<file path="config.mk">
export PLATFORM = sky130hd
export DESIGN_NAME = uic_top
export DESIGN_NICKNAME = d
export VERILOG_FILES = /design/src/rtl/uic_pkg.sv /design/src/rtl/uic_modem_delta.sv /design/src/rtl/uic_thre_track.sv /design/src/rtl/uic_prio_enc.sv /design/src/rtl/uic_top.sv
export SDC_FILE = /design/constraint.sdc
export NUM_CORES = 1
export LEC_CHECK = 0
export ABC_AREA = 1
export BUFFER_PORTS_ARGS = -buffer_cell sky130_fd_sc_hd__buf_4
export CORE_AREA = 2 2 39 41
export DETAILED_ROUTE_END_ITERATION = 12
export DIE_AREA = 0 0 41 43
export HOLD_SLACK_MARGIN = 0.15
export PLACE_DENSITY = 0.63
export REMOVE_ABC_BUFFERS = 1
export SLEW_MARGIN = 20
export SYNTH_ARGS = -nofsm -noshare
export SYNTH_HDL_FRONTEND = slang
export SYNTH_SLANG_ARGS = --single-unit
</file>
<file path="constraint.sdc">
create_clock -name clk -period 0.8 [get_ports clk]
set_input_delay 0.12 -clock clk [delete_from_list [all_inputs] [get_ports clk]]
set_output_delay 0.12 -clock clk [all_outputs]
set_load 0.02 [all_outputs]
</file>
<file path="src/rtl/uic_pkg.sv">
// Package: shared status codes and source indices for the UART
// interrupt prioritizer. Assumes a 4-bit status code whose bit 0 is high
// only when nothing is pending.
package uic_pkg;
    localparam int CODE_W = 4;
    localparam int NSRC   = 5;

    // Source indices, 0 = highest priority
    localparam int SRC_LS   = 0;
    localparam int SRC_RXD  = 1;
    localparam int SRC_RXTO = 2;
    localparam int SRC_THRE = 3;
    localparam int SRC_MS   = 4;

    localparam logic [CODE_W-1:0] CODE_NONE = 4'b0001;
    localparam logic [CODE_W-1:0] CODE_LS   = 4'b0110;
    localparam logic [CODE_W-1:0] CODE_RXD  = 4'b0100;
    localparam logic [CODE_W-1:0] CODE_RXTO = 4'b1100;
    localparam logic [CODE_W-1:0] CODE_THRE = 4'b0010;
    localparam logic [CODE_W-1:0] CODE_MS   = 4'b0000;

    // Map a source index to its status code
    function automatic logic [CODE_W-1:0] code_of(input int idx);
        case (idx)
            SRC_LS:   code_of = CODE_LS;
            SRC_RXD:  code_of = CODE_RXD;
            SRC_RXTO: code_of = CODE_RXTO;
            SRC_THRE: code_of = CODE_THRE;
            default:  code_of = CODE_MS;
        endcase
    endfunction
endpackage

</file>
<file path="src/rtl/uic_modem_delta.sv">
// Module: modem change detector. Holds one delta bit per modem input.
// A bit is set on a change of its input; the bit at FALL_IDX is set only
// on a high-to-low change. A read strobe clears all bits, and a
// change in the same cycle wins over the clear. Assumes synchronous inputs.
module uic_modem_delta #(
    parameter int NMODEM   = 4,
    parameter int FALL_IDX = 2
) (
    input  logic              clk,
    input  logic              rst_n,
    input  logic [NMODEM-1:0] modem_in,
    input  logic              msr_rd,
    output logic [NMODEM-1:0] delta
);
    logic [NMODEM-1:0] prev_q;
    logic [NMODEM-1:0] chg;

    // Per-bit change detect; polarity picked per bit by generate
    for (genvar i = 0; i < NMODEM; i++) begin : g_bit
        if (i == FALL_IDX) begin : g_fall
            assign chg[i] = prev_q[i] & ~modem_in[i];
        end else begin : g_any
            assign chg[i] = prev_q[i] ^ modem_in[i];
        end
    end

    // Track previous input; loaded with the live value in reset so no false delta
    always_ff @(posedge clk) begin
        prev_q <= modem_in;
    end

    // Delta bits: set on change, cleared on read, set wins
    always_ff @(posedge clk) begin
        if (!rst_n) begin
            delta <= '0;
        end else begin
            for (int i = 0; i < NMODEM; i++) begin
                if (chg[i])      delta[i] <= 1'b1;
                else if (msr_rd) delta[i] <= 1'b0;
            end
        end
    end
endmodule

</file>
<file path="src/rtl/uic_thre_track.sv">
// Module: transmit-empty pending flag. Sets on a rising edge of the
// empty level; clears on a holding-register write or on a status read
// while this source is the one reported. A new edge wins over a clear.
module uic_thre_track (
    input  logic clk,
    input  logic rst_n,
    input  logic thr_empty,
    input  logic thr_write,
    input  logic isr_rd,
    input  logic reported,
    output logic pend
);
    logic prev_q;
    logic rise;

    assign rise = thr_empty & ~prev_q;

    // Previous empty level; reset loads the live level so no edge is seen
    always_ff @(posedge clk) begin
        prev_q <= thr_empty;
    end

    // Pending flag update with set priority
    always_ff @(posedge clk) begin
        if (!rst_n)                               pend <= 1'b0;
        else if (rise)                            pend <= 1'b1;
        else if (thr_write || (isr_rd && reported)) pend <= 1'b0;
    end
endmodule

</file>
<file path="src/rtl/uic_prio_enc.sv">
// Module: priority encoder. Masks the source vector with the enables
// and reports the code of the lowest-index (highest-priority) source.
module uic_prio_enc
    import uic_pkg::*;
(
    input  logic [NSRC-1:0]   src,
    input  logic [3:0]        ier,
    output logic [CODE_W-1:0] code,
    output logic              any
);
    logic [NSRC-1:0] masked;

    // Enable gating per source class
    always_comb begin
        masked[SRC_LS]   = src[SRC_LS]   & ier[2];
        masked[SRC_RXD]  = src[SRC_RXD]  & ier[0];
        masked[SRC_RXTO] = src[SRC_RXTO] & ier[0];
        masked[SRC_THRE] = src[SRC_THRE] & ier[1];
        masked[SRC_MS]   = src[SRC_MS]   & ier[3];
    end

    // Walk from lowest to highest priority so the highest one wins
    always_comb begin
        code = CODE_NONE;
        for (int i = NSRC - 1; i >= 0; i--) begin
            if (masked[i]) code = code_of(i);
        end
        any = |masked;
    end
endmodule

</file>
<file path="src/rtl/uic_top.sv">
// Module: UART interrupt prioritizer top. Combines the level sources,
// the transmit-empty flag and the modem deltas into a status code and a
// registered interrupt line. Assumes all inputs are synchronous to clk.
module uic_top
    import uic_pkg::*;
#(
    parameter int NMODEM   = 4,
    parameter int RING_IDX = 2
) (
    input  logic              clk,
    input  logic              rst_n,
    input  logic [3:0]        ier,
    input  logic              line_err,
    input  logic              rx_ready,
    input  logic              rx_timeout,
    input  logic              thr_empty,
    input  logic              thr_write,
    input  logic [NMODEM-1:0] modem_in,
    input  logic              isr_rd,
    input  logic              msr_rd,
    output logic              irq,
    output logic [3:0]        isr_code,
    output logic [NMODEM-1:0] modem_delta
);
    logic            thre_pend;
    logic            any_pend;
    logic [NSRC-1:0] src;

    uic_modem_delta #(.NMODEM(NMODEM), .FALL_IDX(RING_IDX)) u_delta (
        .clk      (clk),
        .rst_n    (rst_n),
        .modem_in (modem_in),
        .msr_rd   (msr_rd),
        .delta    (modem_delta)
    );

    uic_thre_track u_thre (
        .clk       (clk),
        .rst_n     (rst_n),
        .thr_empty (thr_empty),
        .thr_write (thr_write),
        .isr_rd    (isr_rd),
        .reported  (isr_code == CODE_THRE),
        .pend      (thre_pend)
    );

    // Assemble the source vector in priority order
    always_comb begin
        src[SRC_LS]   = line_err;
        src[SRC_RXD]  = rx_ready;
        src[SRC_RXTO] = rx_timeout;
        src[SRC_THRE] = thre_pend;
        src[SRC_MS]   = |modem_delta;
    end

    uic_prio_enc u_prio (
        .src  (src),
        .ier  (ier),
        .code (isr_code),
        .any  (any_pend)
    );

    // Glitch-free interrupt line
    always_ff @(posedge clk) begin
        if (!rst_n) irq <= 1'b0;
        else        irq <= any_pend;
    end
endmodule

</file>
; After elaboration in Yosys (flattened, before gate mapping)
; Index checks and enable logic that the tools add are counted.
[totals]
register_bits = 11
out_inout_bits = 9
elab_cells = 42
[op_classes]
eq_ne = 1
muxes = 12
n_bitwise = 12
n_reduce_logical = 9
[op_table]
columns = op, n
row1 = $mux 4, 3
row2 = $reduce_bool 2->1, 5
row3 = $mux 1, 8
row4 = $and 1x1->1, 7
row5 = $reduce_or 5->1, 1
row6 = $eq 4x2->1 const B, 1
row7 = $reduce_or 4->1, 1
row8 = $xor 1x1->1, 3
row9 = $mux 2, 1
row10 = $not 1->1, 2
row11 = $logic_and 1x1->1, 1
row12 = $logic_or 1x1->1, 1

; Logic depth before layout (Yosys ltp)
; Gate-level depths: netlist (run 1).
[depth]
depth_word = 12
mapped_depth = 6
depth_no_buf = 6

; By module
; Synthesis (run 1) repeated with hierarchy kept, for this count alone.
[hier_totals]
cells_unflattened = 75
area_unflattened_um2 = 498.0
[by_module_without_submodules]
columns = mod, n_inst, cells_each, area_per_inst_um2
row1 = uic_modem_delta, 1, 37, 276.5
row2 = uic_prio_enc, 1, 17, 82.6
row3 = uic_thre_track, 1, 9, 77.6
row4 = uic_top, 1, 12, 61.3

; Worst setup path before layout (run 1)
; No wires, ideal clock.
[synth_timing]
path_kind = reg2out
start = register u_thre.pend
end = output port isr_code[1]
t_arrival_ns = 0.880
t_required_ns = 0.680
path_slack_ns = -0.200
stages_incl_launch_ff = 3
n_path_buf = 0
path_cell_list = dfxtp_1 > nand2_2 > o21ai_0
[synth_between]
elab_chain_len = 5
[synth_rtl]
columns = element, line
row1 = from (decl), uic_thre_track.sv:11  ; output logic pend
row2 = from (signal assigned), uic_thre_track.sv:25  ; if (!rst_n) pend <= 1'b0;
row3 = from (signal assigned), uic_thre_track.sv:26  ; else if (rise) pend <= 1'b1;
row4 = from (signal assigned), uic_thre_track.sv:27  ; else if (thr_write || (isr_rd && reported)) pend <= 1'b0;
row5 = $and 1x1->1, uic_prio_enc.sv:18  ; masked[SRC_THRE] = src[SRC_THRE] & ier[1];
row6 = $mux 2, uic_prio_enc.sv:26  ; if (masked[i]) code = code_of(i);
row7 = $mux 4 (3 in series), uic_prio_enc.sv:26
row8 = to (decl), uic_top.sv:22  ; output logic [3:0] isr_code,
; No other way between the ends.

; Worst setup path after layout (run 1)
[layout_timing]
start = register u_delta.delta[0]
end = output port isr_code[0]
[layout_between]
elab_chain_len = 7
[layout_rtl]
columns = element, line
row1 = from (decl), uic_modem_delta.sv:13  ; output logic [NMODEM-1:0] delta
row2 = from (signal assigned), uic_modem_delta.sv:35  ; delta <= '0;
row3 = "from (signal, indexed assignment)", uic_modem_delta.sv:38  ; if (chg[i]) delta[i] <= 1'b1;
row4 = "from (signal, indexed assignment)", uic_modem_delta.sv:39  ; else if (msr_rd) delta[i] <= 1'b0;
row5 = $reduce_or 4->1, uic_top.sv:53  ; src[SRC_MS] = |modem_delta;
row6 = $and 1x1->1, uic_prio_enc.sv:19  ; masked[SRC_MS] = src[SRC_MS] & ier[3];
row7 = $mux 1, uic_prio_enc.sv:26
row8 = $mux 2, uic_prio_enc.sv:26
row9 = $mux 4 (3 in series), uic_prio_enc.sv:26
; No other way between the ends.

==> summary.md, run 1 <==
| Metric | Value |
|---|---|
| Outcome | `complete, but fails checks` |
| Failing checks | `setup timing` |
| Final worst slack | `-0.363 ns` |
| Clock transition at path regs | `0.07 ns` |
| Placeable Area | `1380 sq um` |
| Post-synth cell types | `13` |
| Met3 usage | `3.66%` |
| Pwr dens | `1510 nW/um^2` |
| Fin crit share | `145%` |
| Die area | `1760 sq um` |
| Yosys top cell area share | `50.7%` |
| Hold-fix buffers, CTS | `6` |
| CTS tree | `yes` |
| Yosys warning count | `0` |
| Crit Path Category | `reg -> out` |
| Capture point of the worst reg-to-reg path | `irq$_SDFF_PN0_` |
| Die X-Extent | `41 um` |
| Top Usage Layer GRT | `met2` |
| Mapped Area | `434 sq um` |
| Worst setup SP type | `flip-flop` |
| First-pass GRT wire length | `1700 um` |
| Crit path capture type | `output port` |
| Lkg Pwr | `0.509 nW` |
| Cell taking the most area after synthesis | `dfxtp_1` |
| Final Hold Fails | `0` |
| Commonest non-fill, non-tap cell in the layout | `buf_6` |
| Residual DRC | `0` |
| Hold Path Cell Cnt | `4` |
| Port bufs | `25` |
| Max-slew violations | `0` |
| Vias | `503` |
| Largest net degree at the start of global routing | `7` |
| Placer Congestion | `0.651` |
| Routed wire length per instance | `9.21 um` |
| Vias in the first global route | `471` |
| Hold WC Path Type | `in -> reg` |
| Detailed-router iteration count before antenna repair | `3` |
| Most frequent cells in the layout | `buf_6, buf_4, inv_1` |
| Final Non-Filler Cells | `121` |
| Crit-path max FO | `2` |
| Max Buffers Root-to-Sink | `2` |
| Clock root cell | `clkbuf_4` |
| Antenna-violating nets left | `0` |
| MaxCap Viol Count | `0` |
| R2R setup slack | `-0.19 ns` |
| Worst r2r src | `u_delta.delta[0]$_SDFFE_PN0P_` |
| Reg2Reg Depth | `8` |
| Dpl hpwl | `748 um` |
| Row count | `14` |
| DR vias/cell | `4.16` |
| F_max | `860 MHz` |
| Register bit total from synthesis | `11` |
| Mean Syn Cell Area | `7.49 sq um` |
| Initial antenna violation count | `0` |
| Finish-stage setup viols | `9` |
| Clock period minus worst slack | `1.16 ns` |
| GRT met2 Usage | `24.7%` |
| RSZ-0062 raised after global routing | `yes` |
| Final Util | `68.7%` |
| Share of cells above drive strength 1 | `58.1%` |
| Total Power | `1.43 mW` |
| Io pins | `26` |
| Arrival time worst endpoint | `1.04 ns` |
| Worst Clk Skew | `0.00158 ns` |
| WP data required | `0.68 ns` |
| Clock latency on the worst-skew pair | `0.26 ns` |
| Fill cells | `124` |
| Die H | `43 um` |
| Slew headroom | `92.2%` |
| Starting Density | `31.4%` |
| Worst Setup EP | `isr_code[0]` |
| Total CTS buffers | `3` |
| Worst setup startpoint | `u_delta.delta[0]$_SDFFE_PN0P_` |
| Antenna Cells | `0` |
| Seq/Total Area, Yosys | `50.7%` |
| WL final | `1120 um` |
| Placed Cells | `106` |
| Setup_tns | `-1.75 ns` |
| Area growth, synth to finish | `119%` |
| Cells after synthesis | `58` |
| GRT Util Overall | `14.2%` |
| Final nets | `123` |
| Peak supply drop | `0.935 mV` |
| H-tree depth | `1` |
| TritonCTS Sinks | `11` |
| Initial DRC Count | `4` |
| Worst-Margin Slew | `0.116 ns` |
| Ranking of synthesized cells by area | `dfxtp_1, inv_1, nand2_1` |
| GRT overflow | `0` |
| Met1 Usage GRT | `14.1%` |
[synthesized netlist by cell type]
master    n
inv_1    13
dfxtp_1  11
nand2_1  11
nor2_1    8
o21ai_0   4
xor2_1    3
a21oi_1   2
and2_1    1
inv_2     1
nand2_2   1
nand3_1   1
nand3_2   1
nor2_2    1
[sequential cells by signal, indices dropped and copies added, names as in the netlist]
name,flops
u_delta.delta,4
u_thre.pend,1
u_thre.prev_q,1
u_delta.prev_q,4
irq,1
[worst min-delay path by stage]
stage                                 to        start  slack, ns
2_1_floorplan  u_delta.prev_q[0]$_DFF_P_  modem_in[0]       0.15
3_3_place_gp   u_delta.prev_q[2]$_DFF_P_  modem_in[2]       0.23
3_5_place_dp       u_thre.prev_q$_DFF_P_    thr_empty       0.23
4_1_cts         u_thre.pend$_SDFFE_PN0P_    thr_write       0.10
5_1_grt         u_thre.pend$_SDFFE_PN0P_    thr_write       0.12
6_report        u_thre.pend$_SDFFE_PN0P_    thr_write       0.10
[per-stage QoR]
| step | setup slack [ns] | area, sq um | hold WS [ns] |
|---|---|---|---|
| final | -0.363 | 951 | 0.103 |
| after global routing | -0.449 | 951 | 0.124 |
| after CTS | -0.396 | 853 | 0.102 |
| after detailed placement | -0.115 | 694 | 0.235 |
| after global placement | -0.104 | 694 | 0.234 |
| after floorplan | -0.200 | 434 | 0.148 |
[routing by layer]
metal	up-vias	wire length [um]
met5	-	0
met4	0	10
met3	2	91
met2	23	583
met1	217	430
li1	261	-
[cell families after synthesis]
family,after synthesis,synth area share [%]
and+or+nand+nor,24,24.2
AOI/OAI and AO/OA,6,6.92
DFF,11,50.7
buffers and inverters,14,12.1
xor gates and xnor gates,3,6.05
[timing repair]
action                                  4_1_cts  5_1_grt
endpoints found under the hold margin        11        2
pin swaps                                     3        9
setup buffers                                 2        4
gates resized for setup                      26       22
cloned                                        0        0
endpoints found under the setup margin       12       15
[worst max-delay path, cell delays in order (launching register included)]
cell and delay [ns]:
dfxtp_2 0.32, nor2_2 0.09, nand3_1 0.07, nand2_1 0.07, nand3_2 0.06, inv_2 0.06, buf_6 0.11
[where the power goes]
part	leakage (nW)	internal, mW	switching (mW)
registers	0.0937	0.590	0.0214
logic	0.401	0.274	0.183
clock network	0.0150	0.192	0.173
total	0.509	1.06	0.377
[final cells by class]
cell class | count | area (sq um) | share of cell area, %
repair buffers | 43 | 415 | 43.7
flip-flops and latches | 11 | 228 | 23.9
multi-input cells | 33 | 209 | 22.0
inverters | 14 | 52.6 | 5.53
clock buffers | 4 | 26.3 | 2.76
well taps | 16 | 20.0 | 2.11
No activity file was read; power rests on OpenSTA's default activity.
==> inputs of run 2 (changes only) <==
BUFFER_PORTS_ARGS = not set   (was -buffer_cell sky130_fd_sc_hd__buf_4)
CORE_AREA = not set   (was 2 2 39 41)
CORE_MARGIN = 2   (was not set)
CORE_UTILIZATION = 25   (was not set)
DIE_AREA = not set   (was 0 0 41 43)
DONT_BUFFER_PORTS = 1   (was not set)
PLACE_DENSITY = 0.38   (was 0.63)
==> run 2 against run 1 <==
The flow still finishes with violations (setup timing). Die area rose by 18%. Worst hold slack improved by 0.046 ns. Register-to-register slack improved by 0.12 ns. Global-route usage fell by 4.5 points. Maximum frequency rose by 6.0%. Sequential share of layout area rose by 7.3 points. First-iteration DRC count fell by 50%. Cell area fell by 23%. Setup slack improved by 0.066 ns. Clock power fell by 2%. Critical path type unchanged. Critical endpoint unchanged. Highest routed layer unchanged.
==> summary.md, run 2 (same netlist as run 1, synthesis figures left out) <==
| Metric | Value |
|---|---|
| Share of cells above drive strength 1 | `32.5% (was 58.1%)` |
| MaxCap Viol Count | `0 (unchanged)` |
| Final Hold Fails | `0 (unchanged)` |
| Hold WC Path Type | `in -> reg (unchanged)` |
| Fill cells | `180 (was 124)` |
| Finish-stage setup viols | `7 (was 9)` |
| Max-slew violations | `0 (unchanged)` |
| Cell area after layout | `728 sq um (was 951 sq um)` |
| Failing checks | `setup timing (unchanged)` |
| Worst setup SP type | `flip-flop (unchanged)` |
| Dpl hpwl | `699 um (was 748 um)` |
| Die area | `2090 sq um (was 1760 sq um)` |
| CTS tree | `yes (unchanged)` |
| Max Buffers Root-to-Sink | `2 (unchanged)` |
| DR vias/cell | `4.34 (was 4.16)` |
| Most frequent cells in the layout | `inv_1, nand2_1, dlygate4sd3_1 (was buf_6, buf_4, inv_1)` |
| GRT overflow | `0 (unchanged)` |
| Worst Clk Skew | `0.00469 ns (was 0.00158 ns)` |
| Starting Density | `26.0% (was 31.4%)` |
| Commonest non-fill, non-tap cell in the layout | `inv_1 (was buf_6)` |
| Setup_tns | `-1.07 ns (was -1.75 ns)` |
| Vias | `434 (was 503)` |
| Arrival time worst endpoint | `0.98 ns (was 1.04 ns)` |
| Lkg Pwr | `0.403 nW (was 0.509 nW)` |
| TritonCTS Sinks | `11 (unchanged)` |
| Clock transition at path regs | `0.06 ns (was 0.07 ns)` |
| Hold_sp | `ier[3] (was thr_write)` |
| Worst-Margin Slew | `0.177 ns (was 0.116 ns)` |
| WHS | `0.149 ns (was 0.103 ns)` |
| Crit path capture type | `output port (unchanged)` |
| First-pass GRT wire length | `1380 um (was 1700 um)` |
| Crit path cell chain | `nor2_2, nand3_1, nand2_1, nand3_2, inv_4 (was nor2_2, nand3_1, nand2_1, nand3_2, inv_2, buf_6)` |
| WP data required | `0.68 ns (about the same)` |
| Cell family with most CP delay | `flip-flops (unchanged)` |
| Port bufs | `0 (was 25)` |
| Antenna Cells | `0 (unchanged)` |
| Worst r2r src | `u_delta.delta[2]$_SDFFE_PN0P_ (was u_delta.delta[0]$_SDFFE_PN0P_)` |
| Clock root cell | `clkbuf_4 (unchanged)` |
| Die X-Extent | `45.7 um (was 41 um)` |
| F_max | `911 MHz (was 860 MHz)` |
| Initial DRC Count | `2 (was 4)` |
| Vias in the first global route | `364 (was 471)` |
| Final nets | `101 (was 123)` |
| R2R setup slack | `-0.07 ns (was -0.19 ns)` |
| Crit Path Category | `reg -> out (unchanged)` |
| Largest net degree at the start of global routing | `7 (unchanged)` |
| Area of the multi-input gates | `180 sq um (was 209 sq um)` |
| RSZ-0062 raised after global routing | `yes (unchanged)` |
| Placer Congestion | `0.646 (was 0.651)` |
| Register area | `228 sq um (unchanged)` |
| Crit-path slowest cell | `dfxtp_2 (unchanged)` |
| Routed wire length per instance | `9.33 um (was 9.21 um)` |
| Detailed-router iteration count before antenna repair | `3 (unchanged)` |
| Final worst slack | `-0.298 ns (was -0.363 ns)` |
| Total CTS buffers | `3 (unchanged)` |
| WL final | `933 um (was 1120 um)` |
| Antenna-violating nets left | `0 (unchanged)` |
| Hold Path Cell Cnt | `4 (unchanged)` |
| Io pins | `26 (unchanged)` |
| Area growth, synth to finish | `67.7% (was 119%)` |
| Residual DRC | `0 (unchanged)` |
| Post-DP Area | `531 sq um (was 694 sq um)` |
| Critical path buffers and inverters | `1 (was 2)` |
| Pwr dens | `1730 nW/um^2 (was 1510 nW/um^2)` |
| Pre-CTS setup slack | `-0.0965 ns (was -0.115 ns)` |
| Slowest stage delay, CP | `0.33 ns (was 0.32 ns)` |
| Outcome | `complete, but fails checks (unchanged)` |
| Initial antenna violation count | `0 (unchanged)` |
| Capture point of the worst reg-to-reg path | `irq$_SDFF_PN0_ (unchanged)` |
| Clock period minus worst slack | `1.10 ns (was 1.16 ns)` |
| Crit-path max FO | `2 (unchanged)` |
| Fin crit share | `137% (was 145%)` |
| H-tree depth | `1 (unchanged)` |
| Row count | `15 (was 14)` |
| Placeable Area | `1670 sq um (was 1380 sq um)` |
| Clock latency on the worst-skew pair | `0.26 ns (about the same)` |
| Die H | `45.7 um (was 43 um)` |
| Reg2Reg Depth | `6 (was 8)` |
| GRT Util Overall | `9.79% (was 14.2%)` |
| Top Registers | `u_delta.delta x4, u_delta.prev_q x4 (unchanged)` |
| Worst Hold Path EP | `irq$_SDFF_PN0_ (was u_thre.pend$_SDFFE_PN0P_)` |
| Peak supply drop | `0.800 mV (was 0.935 mV)` |
| Slew headroom | `88.2% (was 92.2%)` |
run 2: cell types whose count changed in the layout (fill, tap and decap cells not counted), sizes merged:
cell	previous run	this run
buf	37	10
dlymetal6s4s	1	4
dlygate4sd3	5	7
run 2: worst register-to-register path: stages (launching register included):
cell     delay [ns]
dfxtp_2        0.33
nor2_2         0.09
nand3_1        0.07
nand2_1        0.07
nand3_2        0.08
inv_4          0.09
nor2_1         0.05
run 2: stage by stage:
step | util [%] | total power, mW | cells
2_1_floorplan | - | 0.740 | 58
3_3_place_gp | 31.8 | 0.815 | 85
3_5_place_dp | 31.8 | 0.817 | 85
4_1_cts | 40.1 | 1.26 | 97
5_1_grt | 43.6 | 1.35 | 100
6_report | 43.6 | 1.26 | 100
run 2: what timing repair did:
item                                   4_1_cts  5_1_grt
endpoints found under the hold margin       11        3
setup buffers                                0        2
gates resized for setup                     16       13
pin swaps                                    2        4
hold buffers                                 8        3
setup endpoints to repair                   10       11
run 2: report_power, final:
group	total [mW]	leakage, nW	switching, mW	internal [mW]
Clock	0.359	0.0150	0.167	0.192
Combinational	0.282	0.294	0.135	0.147
Sequential	0.617	0.0937	0.0265	0.590
run 2: layout make-up:
type,count,share of cell area (%)
multi-input combinational,33,24.7
sequential,11,31.3
tap,17,2.92
inverter,14,7.56
timing repair buffer,21,29.9
clock buffer,4,3.61
run 2: worst max-delay path by stage:
stage                                       start        endpoint  depth (start not counted)
floorplan                u_thre.pend$_SDFFE_PN0P_     isr_code[1]                          2
global placement    u_delta.delta[2]$_SDFFE_PN0P_  irq$_SDFF_PN0_                          6
detailed placement  u_delta.delta[2]$_SDFFE_PN0P_  irq$_SDFF_PN0_                          6
CTS                 u_delta.delta[2]$_SDFFE_PN0P_     isr_code[0]                          5
global route        u_delta.delta[2]$_SDFFE_PN0P_     isr_code[0]                          5
finish              u_delta.delta[2]$_SDFFE_PN0P_     isr_code[0]                          5
run 2: routing by layer:
metal  up-vias  global-route usage (%)  wire length (um)
met5         -                       0                 0
li1        222                       -                 -
met1       193                    9.66               352
met2        17                    16.1               487
met3         2                    3.17                80
met4         0                    8.82                12
